$ cat config.mk
export PLATFORM = sky130hd
export DESIGN_NAME = afm_flow_monitor
export DESIGN_NICKNAME = d
export VERILOG_FILES = /design/src/rtl/afm_pkg.sv /design/src/rtl/afm_ctrl_regs.sv /design/src/rtl/afm_counter_bank.sv /design/src/rtl/afm_status_mon.sv /design/src/rtl/afm_flow_monitor.sv
export SDC_FILE = /design/constraint.sdc
export NUM_CORES = 1
export LEC_CHECK = 0
export BUFFER_PORTS_ARGS = -buffer_cell sky130_fd_sc_hd__buf_2
export CAP_MARGIN = 10
export CORE_MARGIN = 1.5
export CORE_UTILIZATION = 59
export CTS_CLUSTER_SIZE = 20
export DETAILED_ROUTE_END_ITERATION = 7
export PLACE_DENSITY = 0.81
export SLEW_MARGIN = 0
export SYNTH_ARGS = -nofsm -noshare
export SYNTH_HDL_FRONTEND = slang
export SYNTH_SLANG_ARGS = --single-unit
$ cat constraint.sdc
create_clock -name clk -period 3.1 [get_ports clk]
set_input_delay 0.465 -clock clk [delete_from_list [all_inputs] [get_ports clk]]
set_output_delay 0.465 -clock clk [all_outputs]
set_load 0.005 [all_outputs]
$ cat src/rtl/afm_pkg.sv
`timescale 1ns/1ps
package afm_pkg;
    localparam int DATA_W    = 32;
    localparam int ADDR_W    = 2;
    localparam int NUM_CNT   = 3;

    localparam int BIT_MON_EN  = 0;
    localparam int BIT_CNT_EN  = 1;
    localparam int BIT_MON_CLR = 2;
    localparam int BIT_CNT_CLR = 3;
    localparam int BIT_IRQ_EN  = 4;
    localparam int BIT_OVF     = 30;
    localparam int BIT_UNF     = 31;

    localparam int IDX_FRAME = 0;
    localparam int IDX_OVF   = 1;
    localparam int IDX_UNF   = 2;

    typedef enum logic [ADDR_W-1:0] {
        REG_CSR   = 2'd0,
        REG_TOTAL = 2'd1,
        REG_OVF   = 2'd2,
        REG_UNF   = 2'd3
    } afm_reg_e;

    typedef struct packed {
        logic irq_en;
        logic cnt_en;
        logic mon_en;
    } afm_ctrl_t;

    typedef struct packed {
        logic unf;
        logic ovf;
    } afm_flags_t;

    typedef struct packed {
        logic cnt_clr;
        logic mon_clr;
    } afm_strobe_t;

    function automatic logic [DATA_W-1:0] pack_csr(afm_ctrl_t c, afm_flags_t f);
        logic [DATA_W-1:0] w;
        w = '0;
        w[BIT_MON_EN] = c.mon_en;
        w[BIT_CNT_EN] = c.cnt_en;
        w[BIT_IRQ_EN] = c.irq_en;
        w[BIT_OVF]    = f.ovf;
        w[BIT_UNF]    = f.unf;
        return w;
    endfunction
endpackage

$ cat src/rtl/afm_ctrl_regs.sv
`timescale 1ns/1ps
module afm_ctrl_regs
    import afm_pkg::*;
(
    input  logic              clk,
    input  logic              rst,
    input  logic              wr_en,
    input  logic [ADDR_W-1:0] wr_addr,
    input  logic [DATA_W-1:0] wr_data,
    output afm_ctrl_t         ctrl_q,
    output afm_strobe_t       strobe
);
    logic csr_wr;

    assign csr_wr = wr_en && (afm_reg_e'(wr_addr) == REG_CSR);

    always_comb begin
        strobe.cnt_clr = csr_wr && wr_data[BIT_CNT_CLR];
        strobe.mon_clr = csr_wr && wr_data[BIT_MON_CLR];
    end

    always_ff @(posedge clk) begin
        if (rst) begin
            ctrl_q <= '0;
        end else if (csr_wr) begin
            ctrl_q.mon_en <= wr_data[BIT_MON_EN];
            ctrl_q.cnt_en <= wr_data[BIT_CNT_EN];
            ctrl_q.irq_en <= wr_data[BIT_IRQ_EN];
        end
    end
endmodule

$ cat src/rtl/afm_counter_bank.sv
`timescale 1ns/1ps
module afm_counter_bank
    import afm_pkg::*;
#(
    parameter int CNT_W = 32,
    parameter int N     = NUM_CNT
) (
    input  logic                    clk,
    input  logic                    rst,
    input  logic                    en,
    input  logic                    clr,
    input  logic [N-1:0]            ev,
    output logic [N-1:0][CNT_W-1:0] cnt_q
);
    localparam logic [CNT_W-1:0] CNT_MAX = {CNT_W{1'b1}};

    for (genvar i = 0; i < N; i++) begin : g_cnt
        always_ff @(posedge clk) begin
            if (rst || clr) begin
                cnt_q[i] <= '0;
            end else if (en && ev[i] && (cnt_q[i] != CNT_MAX)) begin
                cnt_q[i] <= cnt_q[i] + 1'b1;
            end
        end
    end
endmodule

$ cat src/rtl/afm_status_mon.sv
`timescale 1ns/1ps
module afm_status_mon
    import afm_pkg::*;
(
    input  logic       clk,
    input  logic       rst,
    input  logic       en,
    input  logic       clr,
    input  logic       irq_en,
    input  logic       ovf_evt,
    input  logic       unf_evt,
    output afm_flags_t flag_q,
    output logic       irq
);
    always_ff @(posedge clk) begin
        if (rst || clr) begin
            flag_q <= '0;
        end else if (en) begin
            if (ovf_evt) flag_q.ovf <= 1'b1;
            if (unf_evt) flag_q.unf <= 1'b1;
        end
    end

    assign irq = irq_en && (flag_q.ovf || flag_q.unf);
endmodule

$ cat src/rtl/afm_flow_monitor.sv
`timescale 1ns/1ps
module afm_flow_monitor
    import afm_pkg::*;
#(
    parameter int CNT_W = 32
) (
    input  logic              clk,
    input  logic              rst,
    input  logic              frame_tick,
    input  logic              ovf_evt,
    input  logic              unf_evt,
    input  logic              wr_en,
    input  logic [1:0]        wr_addr,
    input  logic [31:0]       wr_data,
    input  logic [1:0]        rd_addr,
    output logic [31:0]       rd_data,
    output logic              irq
);
    afm_ctrl_t                    ctrl_q;
    afm_strobe_t                  strobe;
    afm_flags_t                   flag_q;
    logic [NUM_CNT-1:0]           ev;
    logic [NUM_CNT-1:0][CNT_W-1:0] cnt_q;
    logic [NUM_CNT-1:0][DATA_W-1:0] cnt_ext;

    always_comb begin
        ev            = '0;
        ev[IDX_FRAME] = frame_tick;
        ev[IDX_OVF]   = ovf_evt;
        ev[IDX_UNF]   = unf_evt;
    end

    afm_ctrl_regs u_ctrl (
        .clk     (clk),
        .rst     (rst),
        .wr_en   (wr_en),
        .wr_addr (wr_addr),
        .wr_data (wr_data),
        .ctrl_q  (ctrl_q),
        .strobe  (strobe)
    );

    afm_counter_bank #(.CNT_W(CNT_W), .N(NUM_CNT)) u_cnt (
        .clk   (clk),
        .rst   (rst),
        .en    (ctrl_q.cnt_en),
        .clr   (strobe.cnt_clr),
        .ev    (ev),
        .cnt_q (cnt_q)
    );

    afm_status_mon u_mon (
        .clk     (clk),
        .rst     (rst),
        .en      (ctrl_q.mon_en),
        .clr     (strobe.mon_clr),
        .irq_en  (ctrl_q.irq_en),
        .ovf_evt (ovf_evt),
        .unf_evt (unf_evt),
        .flag_q  (flag_q),
        .irq     (irq)
    );

    for (genvar i = 0; i < NUM_CNT; i++) begin : g_ext
        always_comb begin
            cnt_ext[i] = '0;
            cnt_ext[i][CNT_W-1:0] = cnt_q[i];
        end
    end

    always_comb begin
        unique case (afm_reg_e'(rd_addr))
            REG_CSR:   rd_data = pack_csr(ctrl_q, flag_q);
            REG_TOTAL: rd_data = cnt_ext[IDX_FRAME];
            REG_OVF:   rd_data = cnt_ext[IDX_OVF];
            REG_UNF:   rd_data = cnt_ext[IDX_UNF];
            default:   rd_data = '0;
        endcase
    end
endmodule

==> metrics.yaml, run 1 <==
cts:
  cts_tree: "yes"
  cts_buffers: 9
  clk_latency_ps: 390
  cts_max_level: 3
  postCtsResizedCells: 0
  clkTransAtPathRegs_ps: 100
  ctsHoldBuffers: 0
  ctsLongestPathBuffers: 2
  post_cts_buffers: 0
  clock_sinks: 101
  cts_root_buf: "clkbuf_8"
setup_path:
  start_kind: "flip-flop"
  criticalPathCategory: "reg -> reg"
  end_kind: "flip-flop"
  cp.required_ps: 3420
  crit_path_max_fanout: 8
  r2r_setup_slack_ps: 320
  arrival_ps: 3100
yosys:
  synth-edff-count: 0
  yosys_warnings: 0
  avgSynthCellArea_um2: 8.52
  syn_inst: 697
  yosys-top-cells-count: "dfxtp_1, nand2_1, a21oi_1, nand3_1, nor2_1"
  synth.largest_area_cell: "dfxtp_1"
  synth.area.top_cells: "dfxtp_1, a21oi_1, mux2_2"
  seq_area_frac_synth_pct: 34.0
  ys_async_sr_fraction_pct: 0
  ys_seq_elements: 101
  yosysTopAreaCellShare_pct: 34.0
  ys_types: 66
  synthMostInstantiatedCell: "dfxtp_1"
  synth_area_um2: 5940
  ys.flop_type: "dfxtp_1"
  syn-num-nets: 742
global_routing:
  grt.overflow.total: 0
  grt_max_degree: 39
  grt_pass1_wl_um: 25100
  antenna_found_initial: 0
  grt_pass1_vias: 4956
  grt_use_total_pct: 30.8
timing:
  rsz0062_at_grt: "false"
  setup_viol: 0
  fin_skew_ps: 14.9
  setup_tns_ps: 0
  max-slew-margin-rel_pct: 32.5
  fmax_mhz: 360
  finalHoldViolCount: 0
  tightestPinTransition_ps: 1000
  post-route-min-period_ps: 2780
  period_share_pct: 89.7
  report.final.slew_viol_count: 0
routing:
  dr.pass1.iters: 5
  wl_per_cell_um: 18.6
  num_vias: 5759
  antenna_left: 0
  via_per_inst: 6.68
  routed_wl_um: 16000
  drtIter0Drc: 392
  drc: 0
power_and_ir_drop:
  p_int_uw: 1730
  pwr-share-clk_pct: 37.9
  ir_drop_uv: 282
  pwr-share-seq_pct: 57.1
  power_density_nw_per_um2: 354
  p_sw_share_pct: 24.2
  p_switching_uw: 551
  p_comb_share_pct: 4.9
  p_leak_uw: 0.00217
outcome:
  run_status: "complete, no violations"
placement:
  gp_congestion: 0.932
  io_buffer_count: 47
  hpwl_um: 11600
die:
  die_x_um: 103
  core.rowCount: 36
  die-area_um2: 10700
  initial_core_util_pct: 60.8
  ios: 75
  core_um2: 9770
  die_h_um: 103
run:
  cap_violations: 0
worst_hold_path:
  worstHoldPathType: "in -> reg"
finish:
  fin_util_pct: 65.9
  nets: 769
  layout-drive-gt1-share_pct: 18.4
  syn2layout_area_growth_pct: 8.51
  fillers: 845
  antenna-diode-count: 0
per-layer routing:
metal	share of wire (%)	global-route usage, %	wire, um	vias up
met5	0	0	0	-
met4	3.5	14.9	557	0
met3	7.2	6.25	1160	40
met2	46	48.7	7420	222
met1	43	40.5	6880	2742
li1	-	-	-	2755
state kept, by name, indices dropped and copies added (netlist names):
signal / count
u_cnt.cnt_q: 96
u_ctrl.ctrl_q: 3
u_mon.flag_q: 2
layout by cell type (no fill, tap or decap), types with 10 or more instances in the layout:
cell	instances
o21ai_0	31
o211ai_1	13
buf_2	47
nor2_1	34
buf_4	12
or4_1	33
or3_1	31
nand3_1	48
nand4_1	26
clkbuf_8	10
mux2_2	24
a21oi_1	60
nand2_1	63
dfxtp_1	101
a22o_1	26
o31ai_1	25
nor4_1	10
area by class of cell:
| cell class | count | area [um2] | area share, % |
|---|---|---|---|
| clock inverter | 5 | 60.1 | 0.932 |
| clock buffer | 11 | 141 | 2.19 |
| sequential | 101 | 2020 | 31.4 |
| inverter | 6 | 22.5 | 0.350 |
| timing repair buffer | 61 | 365 | 5.67 |
| tap | 133 | 166 | 2.58 |
| multi-input combinational | 545 | 3670 | 56.9 |
power groups by stage:
stage          registers [uW]  logic [uW]  clock network (uW)
3_5_place_dp             1330         110                   0
5_1_grt                  1300         121                 930
2_1_floorplan            1330        70.5                   0
4_1_cts                  1300         111                 880
3_3_place_gp             1330         107                   0
6_report                 1300         112                 865
kinds of logic after synthesis:
| family | share of synthesized area (%) |
|---|---|
| simple gates | 30.2 |
| compound gates | 21.0 |
| flops | 34.0 |
| buf+inv | 4.34 |
| mux | 8.15 |
| xor+xnor | 1.62 |
| fa+ha+maj | 0.632 |
per-stage QoR:
step	worst slack (ps)	std cells	hold WS, ps	total power [uW]	cell area, um2
4_1_cts	449	862	271	2290	6440
3_5_place_dp	498	846	479	1440	6240
6_report	320	862	284	2280	6440
2_1_floorplan	890	697	456	1400	5940
5_1_grt	230	862	281	2360	6440
3_3_place_gp	637	846	475	1440	6240
worst max-delay path, cell delays in order (launching register included):
cell,delay [ps]
dfxtp_1,450
ha_1,230
nand3_1,250
nor3_1,510
o31ai_1,370
buf_4,270
or4_1,460
a21oi_1,160
final timing paths:
check,startpoint,endpoint,cells after the start
worst max-delay path,u_cnt.cnt_q[32]$_SDFFE_PP0P_,u_cnt.cnt_q[52]$_SDFFE_PP0P_,7
worst min-delay path,wr_data[2],u_mon.flag_q[0]$_SDFFE_PP0P_,2
worst max register to register,u_cnt.cnt_q[32]$_SDFFE_PP0P_,u_cnt.cnt_q[52]$_SDFFE_PP0P_,7
worst min register to register,u_cnt.cnt_q[61]$_SDFFE_PP0P_,u_cnt.cnt_q[61]$_SDFFE_PP0P_,2
(Power assumes the default switching activity.)
==> run 2, diff against run 1 <==
- CORE_UTILIZATION: 59 -> 47
- PLACE_DENSITY: 0.81 -> 0.67
- clock period: 3.1 -> 2.94 ns (I/O delays scaled with it)
==> run 2 against run 1 <==
Effect of this change: non-clock buffer count rose by 8; critical path type unchanged; critical endpoint is now u_cnt.cnt_q[30]$_SDFFE_PP0P_; clock skew fell by 5.2 ps; count of clock-buffer cells in the layout rose by 2; critical path depth fell by 1.
==> metrics.yaml, run 2 (synthesized netlist as in run 1, its figures left out) <==
outcome:
  run_status: "complete, no violations"  # unchanged
routing:
  antenna_left: 0  # unchanged
  num_vias: 5794  # was 5759
  routed_wl_um: 16900  # was 16000 um
  dr.pass1.iters: 5  # unchanged
  drc: 0  # unchanged
  drtIter0Drc: 511  # was 392
  via_per_inst: 6.40  # was 6.68
  wl_per_cell_um: 18.6  # about the same
die:
  die_h_um: 115  # was 103 um
  core_um2: 12200  # was 9770 um2
  ios: 75  # unchanged
  die-area_um2: 13300  # was 10700 um2
  core.rowCount: 40  # was 36
  initial_core_util_pct: 48.8  # was 60.8%
  die_x_um: 115  # was 103 um
power_and_ir_drop:
  power_uw: 2720  # was 2280 uW
  power_density_nw_per_um2: 409  # was 354 nW/um2
  ir_drop_uv: 385  # was 282 uV
  p_leak_uw: 0.00228  # was 0.00217 uW
timing:
  fin_skew_ps: 9.71  # was 14.9 ps
  max-slew-margin-rel_pct: 49.7  # was 32.5%
  tightestPinTransition_ps: 754  # was 1000 ps
  setup_tns_ps: 0  # unchanged
  finalHoldViolCount: 0  # unchanged
  report.final.slew_viol_count: 0  # unchanged
  setup_viol: 0  # unchanged
  hold-worst-slack_ps: 280  # was 284 ps
  rsz0062_at_grt: "false"  # unchanged
  period_share_pct: 82.9  # was 89.7%
  fmax_mhz: 410  # was 360 MHz
  post-route-min-period_ps: 2440  # was 2780 ps
cts:
  cts_max_level: 3  # unchanged
  clkTransAtPathRegs_ps: 60  # was 100 ps
  cts_buffers: 9  # unchanged
  cts_root_buf: "clkbuf_16"  # was clkbuf_8
  cts_tree: "yes"  # unchanged
  ctsHoldBuffers: 0  # unchanged
  postCtsResizedCells: 0  # unchanged
  clk_latency_ps: 360  # was 390 ps
  clock_sinks: 101  # unchanged
  ctsLongestPathBuffers: 2  # unchanged
  post_cts_buffers: 0  # unchanged
setup_path:
  criticalPathCategory: "reg -> reg"  # unchanged
  crit_path_max_fanout: 6  # was 8
  crit_family: "simple AND/OR/NAND/NOR gates"  # unchanged
  crit_chain: "ha_1, nand3_1, nor2_1, or4b_1, or4_1, a21oi_1"  # was ha_1, nand3_1, nor3_1, o31ai_1, buf_4, or4_1, a21oi_1
  cp_slowest_stage_delay_ps: 570  # was 510 ps
  end_kind: "flip-flop"  # unchanged
  arrival_ps: 2720  # was 3100 ps
  slowest_stage: "or4b_1"  # was nor3_1
  path_buf_inv: 0  # was 1
  cp.required_ps: 3220  # was 3420 ps
  start_kind: "flip-flop"  # unchanged
finish:
  fin_util_pct: 54.7  # was 65.9%
  largest_reg_flops: 96  # unchanged
  final_common_cell: "dfxtp_1"  # unchanged
  seq_area_um2: 2020  # unchanged
  layout-drive-gt1-share_pct: 19.1  # was 18.4%
  fin_area_um2: 6650  # was 6440 um2
  fillers: 1142  # was 845
  nets: 777  # was 769
  syn2layout_area_growth_pct: 12.0  # was 8.51%
  mostFrequentLayoutCells: "dfxtp_1, nand2_1, a21oi_1, nand3_1, buf_2"  # unchanged
  largestRegisters: "u_cnt.cnt_q: 96 flops, u_ctrl.ctrl_q: 3 flops, u_mon.flag_q: 2 flops"  # unchanged
  antenna-diode-count: 0  # unchanged
  regMostFlops: "u_cnt.cnt_q"  # unchanged
  multiInputGateArea_um2: 3670  # unchanged
global_routing:
  antenna_found_initial: 0  # unchanged
  grt_use_total_pct: 26.4  # was 30.8%
  grt_pass1_vias: 5250  # was 4956
  grt_max_degree: 51  # was 39
  grt_pass1_wl_um: 27200  # was 25100 um
  grt.overflow.total: 0  # unchanged
run:
  cap_violations: 0  # unchanged
placement:
  gp_congestion: 0.916  # was 0.932
  place_area_um2: 6350  # was 6240 um2
  hpwl_um: 12400  # was 11600 um
  io_buffer_count: 47  # unchanged
worst_hold_path:
  worstHoldPathType: "in -> reg"  # unchanged
[run 2: changes by cell type in the layout (fill, tap and decap cells not counted), sizes merged]
cell,delta
buf,+8
clkbuf,+2
clkinv,+2
clkinvlp,-4
[run 2: final timing paths]
path	start	end	slack [ps]	depth (start not counted)
max	u_cnt.cnt_q[0]$_SDFFE_PP0P_	u_cnt.cnt_q[30]$_SDFFE_PP0P_	500	6
min reg2reg	u_cnt.cnt_q[43]$_SDFFE_PP0P_	u_cnt.cnt_q[43]$_SDFFE_PP0P_	510	2
min	wr_data[2]	u_mon.flag_q[1]$_SDFFE_PP0P_	280	2
max reg2reg	u_cnt.cnt_q[0]$_SDFFE_PP0P_	u_cnt.cnt_q[30]$_SDFFE_PP0P_	500	6
[run 2: worst register-to-register path: stages (launching register included)]
cell and delay [ps]:
dfxtp_1 440, ha_1 300, nand3_1 120, nor2_1 370
or4b_1 570, or4_1 430, a21oi_1 150
[run 2: power by group]
part	leakage (uW)	internal [uW]	switching, uW	total (uW)
Combinational	0.00131	40.5	81.7	122
Clock	0.000150	707	516	1220
Sequential	0.000813	1370	4.18	1370
[run 2: metrics by stage]
stage	instances	setup WS, ps
finish	905	503
global route	905	341
CTS	905	484
detailed placement	889	494
global placement	889	592
floorplan	697	778
[run 2: layer usage]
layer | GRT usage, % | vias up | share of wire, %
met5 | 0 | - | 0
met4 | 7.74 | 0 | 2.0
met3 | 6.11 | 19 | 7.6
met2 | 41.5 | 208 | 46
met1 | 36.1 | 2791 | 45
li1 | - | 2776 | -
[run 2: cell type report]
cell class	instances	share of cell area, %
multi-input combinational	545	55.1
sequential	101	30.4
timing repair buffer	69	6.40
clock buffer	13	3.91
tap	168	3.16
clock inverter	3	0.659
inverter	6	0.339
==> run 3, diff against run 2 <==
- clock period: 2.94 -> 2.5 ns (I/O delays scaled with it)
==> run 3 against run 2 <==
Effect of this change: first-iteration DRC count is 2.0% higher; via count is 1.5% higher; routed wire length rose by 3.9%; clock power is 16% higher; critical path type unchanged.
==> metrics.yaml, run 3 (synthesized netlist as in run 1, its figures left out) <==
cts:
  clock_sinks: 101  # unchanged
  ctsLongestPathBuffers: 2  # unchanged
  cts_tree: "yes"  # unchanged
  cts_max_level: 3  # unchanged
  cts_buffers: 9  # unchanged
  clkTransAtPathRegs_ps: 70  # was 60 ps
  post_cts_buffers: 0  # unchanged
  clk_latency_ps: 350  # was 360 ps
  ctsHoldBuffers: 0  # unchanged
  cts_root_buf: "clkbuf_16"  # unchanged
  postCtsResizedCells: 0  # unchanged
outcome:
  run_status: "complete, no violations"  # unchanged
power_and_ir_drop:
  p_leak_uw: 0.00236  # was 0.00228 uW
  power_uw: 3190  # was 2720 uW
  ir_drop_uv: 358  # was 385 uV
  power_density_nw_per_um2: 469  # was 409 nW/um2
routing:
  drc: 0  # unchanged
  drtIter0Drc: 521  # was 511
  via_per_inst: 6.36  # was 6.40
  routed_wl_um: 17500  # was 16900 um
  num_vias: 5883  # was 5794
  antenna_left: 0  # unchanged
  dr.pass1.iters: 6  # was 5
  wl_per_cell_um: 18.9  # was 18.6 um
finish:
  regMostFlops: "u_cnt.cnt_q"  # unchanged
  mostFrequentLayoutCells: "dfxtp_1, nand2_1, a21oi_1, nand3_1, buf_2"  # unchanged
  nets: 797  # was 777
  antenna-diode-count: 0  # unchanged
  fin_area_um2: 6810  # was 6650 um2
  syn2layout_area_growth_pct: 14.7  # was 12.0%
  layout-drive-gt1-share_pct: 21.3  # was 19.1%
  final_common_cell: "dfxtp_1"  # unchanged
  largest_reg_flops: 96  # unchanged
  final_cells: 925  # was 905
  largestRegisters: "u_cnt.cnt_q: 96 flops, u_ctrl.ctrl_q: 3 flops, u_mon.flag_q: 2 flops"  # unchanged
global_routing:
  grt_max_degree: 43  # was 51
  grt_pass1_wl_um: 28000  # was 27200 um
  grt.overflow.total: 0  # unchanged
  antenna_found_initial: 0  # unchanged
  grt_use_total_pct: 27.2  # was 26.4%
  grt_pass1_vias: 5373  # was 5250
placement:
  place_area_um2: 6510  # was 6350 um2
  dpl.cell_count: 909  # was 889
  dp_slack_ps: 218  # was 494 ps
  io_buffer_count: 47  # unchanged
  gp_congestion: 0.882  # was 0.916
  hpwl_um: 12800  # was 12400 um
setup_path:
  arrival_ps: 2570  # was 2720 ps
  slowest_stage: "or4_1"  # was or4b_1
  crit_chain: "ha_1, nand4_1, buf_4, nor4_4, nand2_1, or4_1, a21oi_1"  # was ha_1, nand3_1, nor2_1, or4b_1, or4_1, a21oi_1
  crit_path_max_fanout: 7  # was 6
  start_kind: "flip-flop"  # unchanged
  path_buf_inv: 1  # was 0
  end_kind: "flip-flop"  # unchanged
  crit_family: "simple AND/OR/NAND/NOR gates"  # unchanged
  cp_slowest_stage_delay_ps: 530  # was 570 ps
  cp.required_ps: 2790  # was 3220 ps
  criticalPathCategory: "reg -> reg"  # unchanged
die:
  core_um2: 12200  # unchanged
  die_h_um: 115  # unchanged
  die_x_um: 115  # unchanged
  initial_core_util_pct: 48.8  # unchanged
  core.rowCount: 40  # unchanged
  ios: 75  # unchanged
  die-area_um2: 13300  # unchanged
timing:
  setup_tns_ps: 0  # unchanged
  max-slew-margin-rel_pct: 57.8  # was 49.7%
  fmax_mhz: 438  # was 410 MHz
  period_share_pct: 91.3  # was 82.9%
  tightestPinTransition_ps: 629  # was 754 ps
  report.final.slew_viol_count: 0  # unchanged
  rsz0062_at_grt: "false"  # unchanged
  fin_skew_ps: 7.26  # was 9.71 ps
  finalHoldViolCount: 0  # unchanged
  fin_ws_ps: 218  # was 503 ps
  setup_viol: 0  # unchanged
  post-route-min-period_ps: 2280  # was 2440 ps
worst_hold_path:
  worstHoldPathType: "in -> reg"  # unchanged
run:
  cap_violations: 0  # unchanged
## run 3: per-stage QoR
step | hold slack [ps] | utilization (%)
floorplan | 447 | -
global placement | 476 | 53.5
detailed placement | 494 | 53.5
CTS | 210 | 55.9
global route | 222 | 56.0
finish | 214 | 56.0
## run 3: worst reg2reg max path, stage by stage (launching register included)
cell,delay [ps]
dfxtp_1,420
ha_1,230
nand4_1,140
buf_4,170
nor4_4,410
nand2_1,180
or4_1,530
a21oi_1,150
## run 3: routing by layer
| layer | part of all wire (%) | track usage, % | up-vias |
|---|---|---|---|
| li1 | - | - | 2821 |
| met1 | 45 | 35.9 | 2824 |
| met2 | 47 | 44.3 | 197 |
| met3 | 4.8 | 3.32 | 41 |
| met4 | 3.8 | 13.1 | 0 |
| met5 | 0 | 0 | - |
## run 3: power breakdown
group	total [uW]	internal (uW)	switching [uW]
Clock	1420	806	618
Sequential	1620	1610	4.84
Combinational	151	52.6	98.2
Total	3190	2470	721
## run 3: final timing paths
path	from	endpoint	slack, ps	cells past startpoint
worst min-delay path	wr_data[2]	u_mon.flag_q[0]$_SDFFE_PP0P_	210	2
worst max register to register	u_cnt.cnt_q[64]$_SDFFE_PP0P_	u_cnt.cnt_q[86]$_SDFFE_PP0P_	220	7
worst min register to register	u_cnt.cnt_q[74]$_SDFFE_PP0P_	u_cnt.cnt_q[74]$_SDFFE_PP0P_	500	2
worst max-delay path	u_cnt.cnt_q[64]$_SDFFE_PP0P_	u_cnt.cnt_q[86]$_SDFFE_PP0P_	220	7
## run 3: cell type report
cell class	instances	area, um2
fillers	1163	5350
multi-input cells	545	3670
flip-flops and latches	101	2020
repair buffers	89	588
clock buffers	13	250
well taps	168	210
clock inverters	3	45.0
inverters	6	22.5
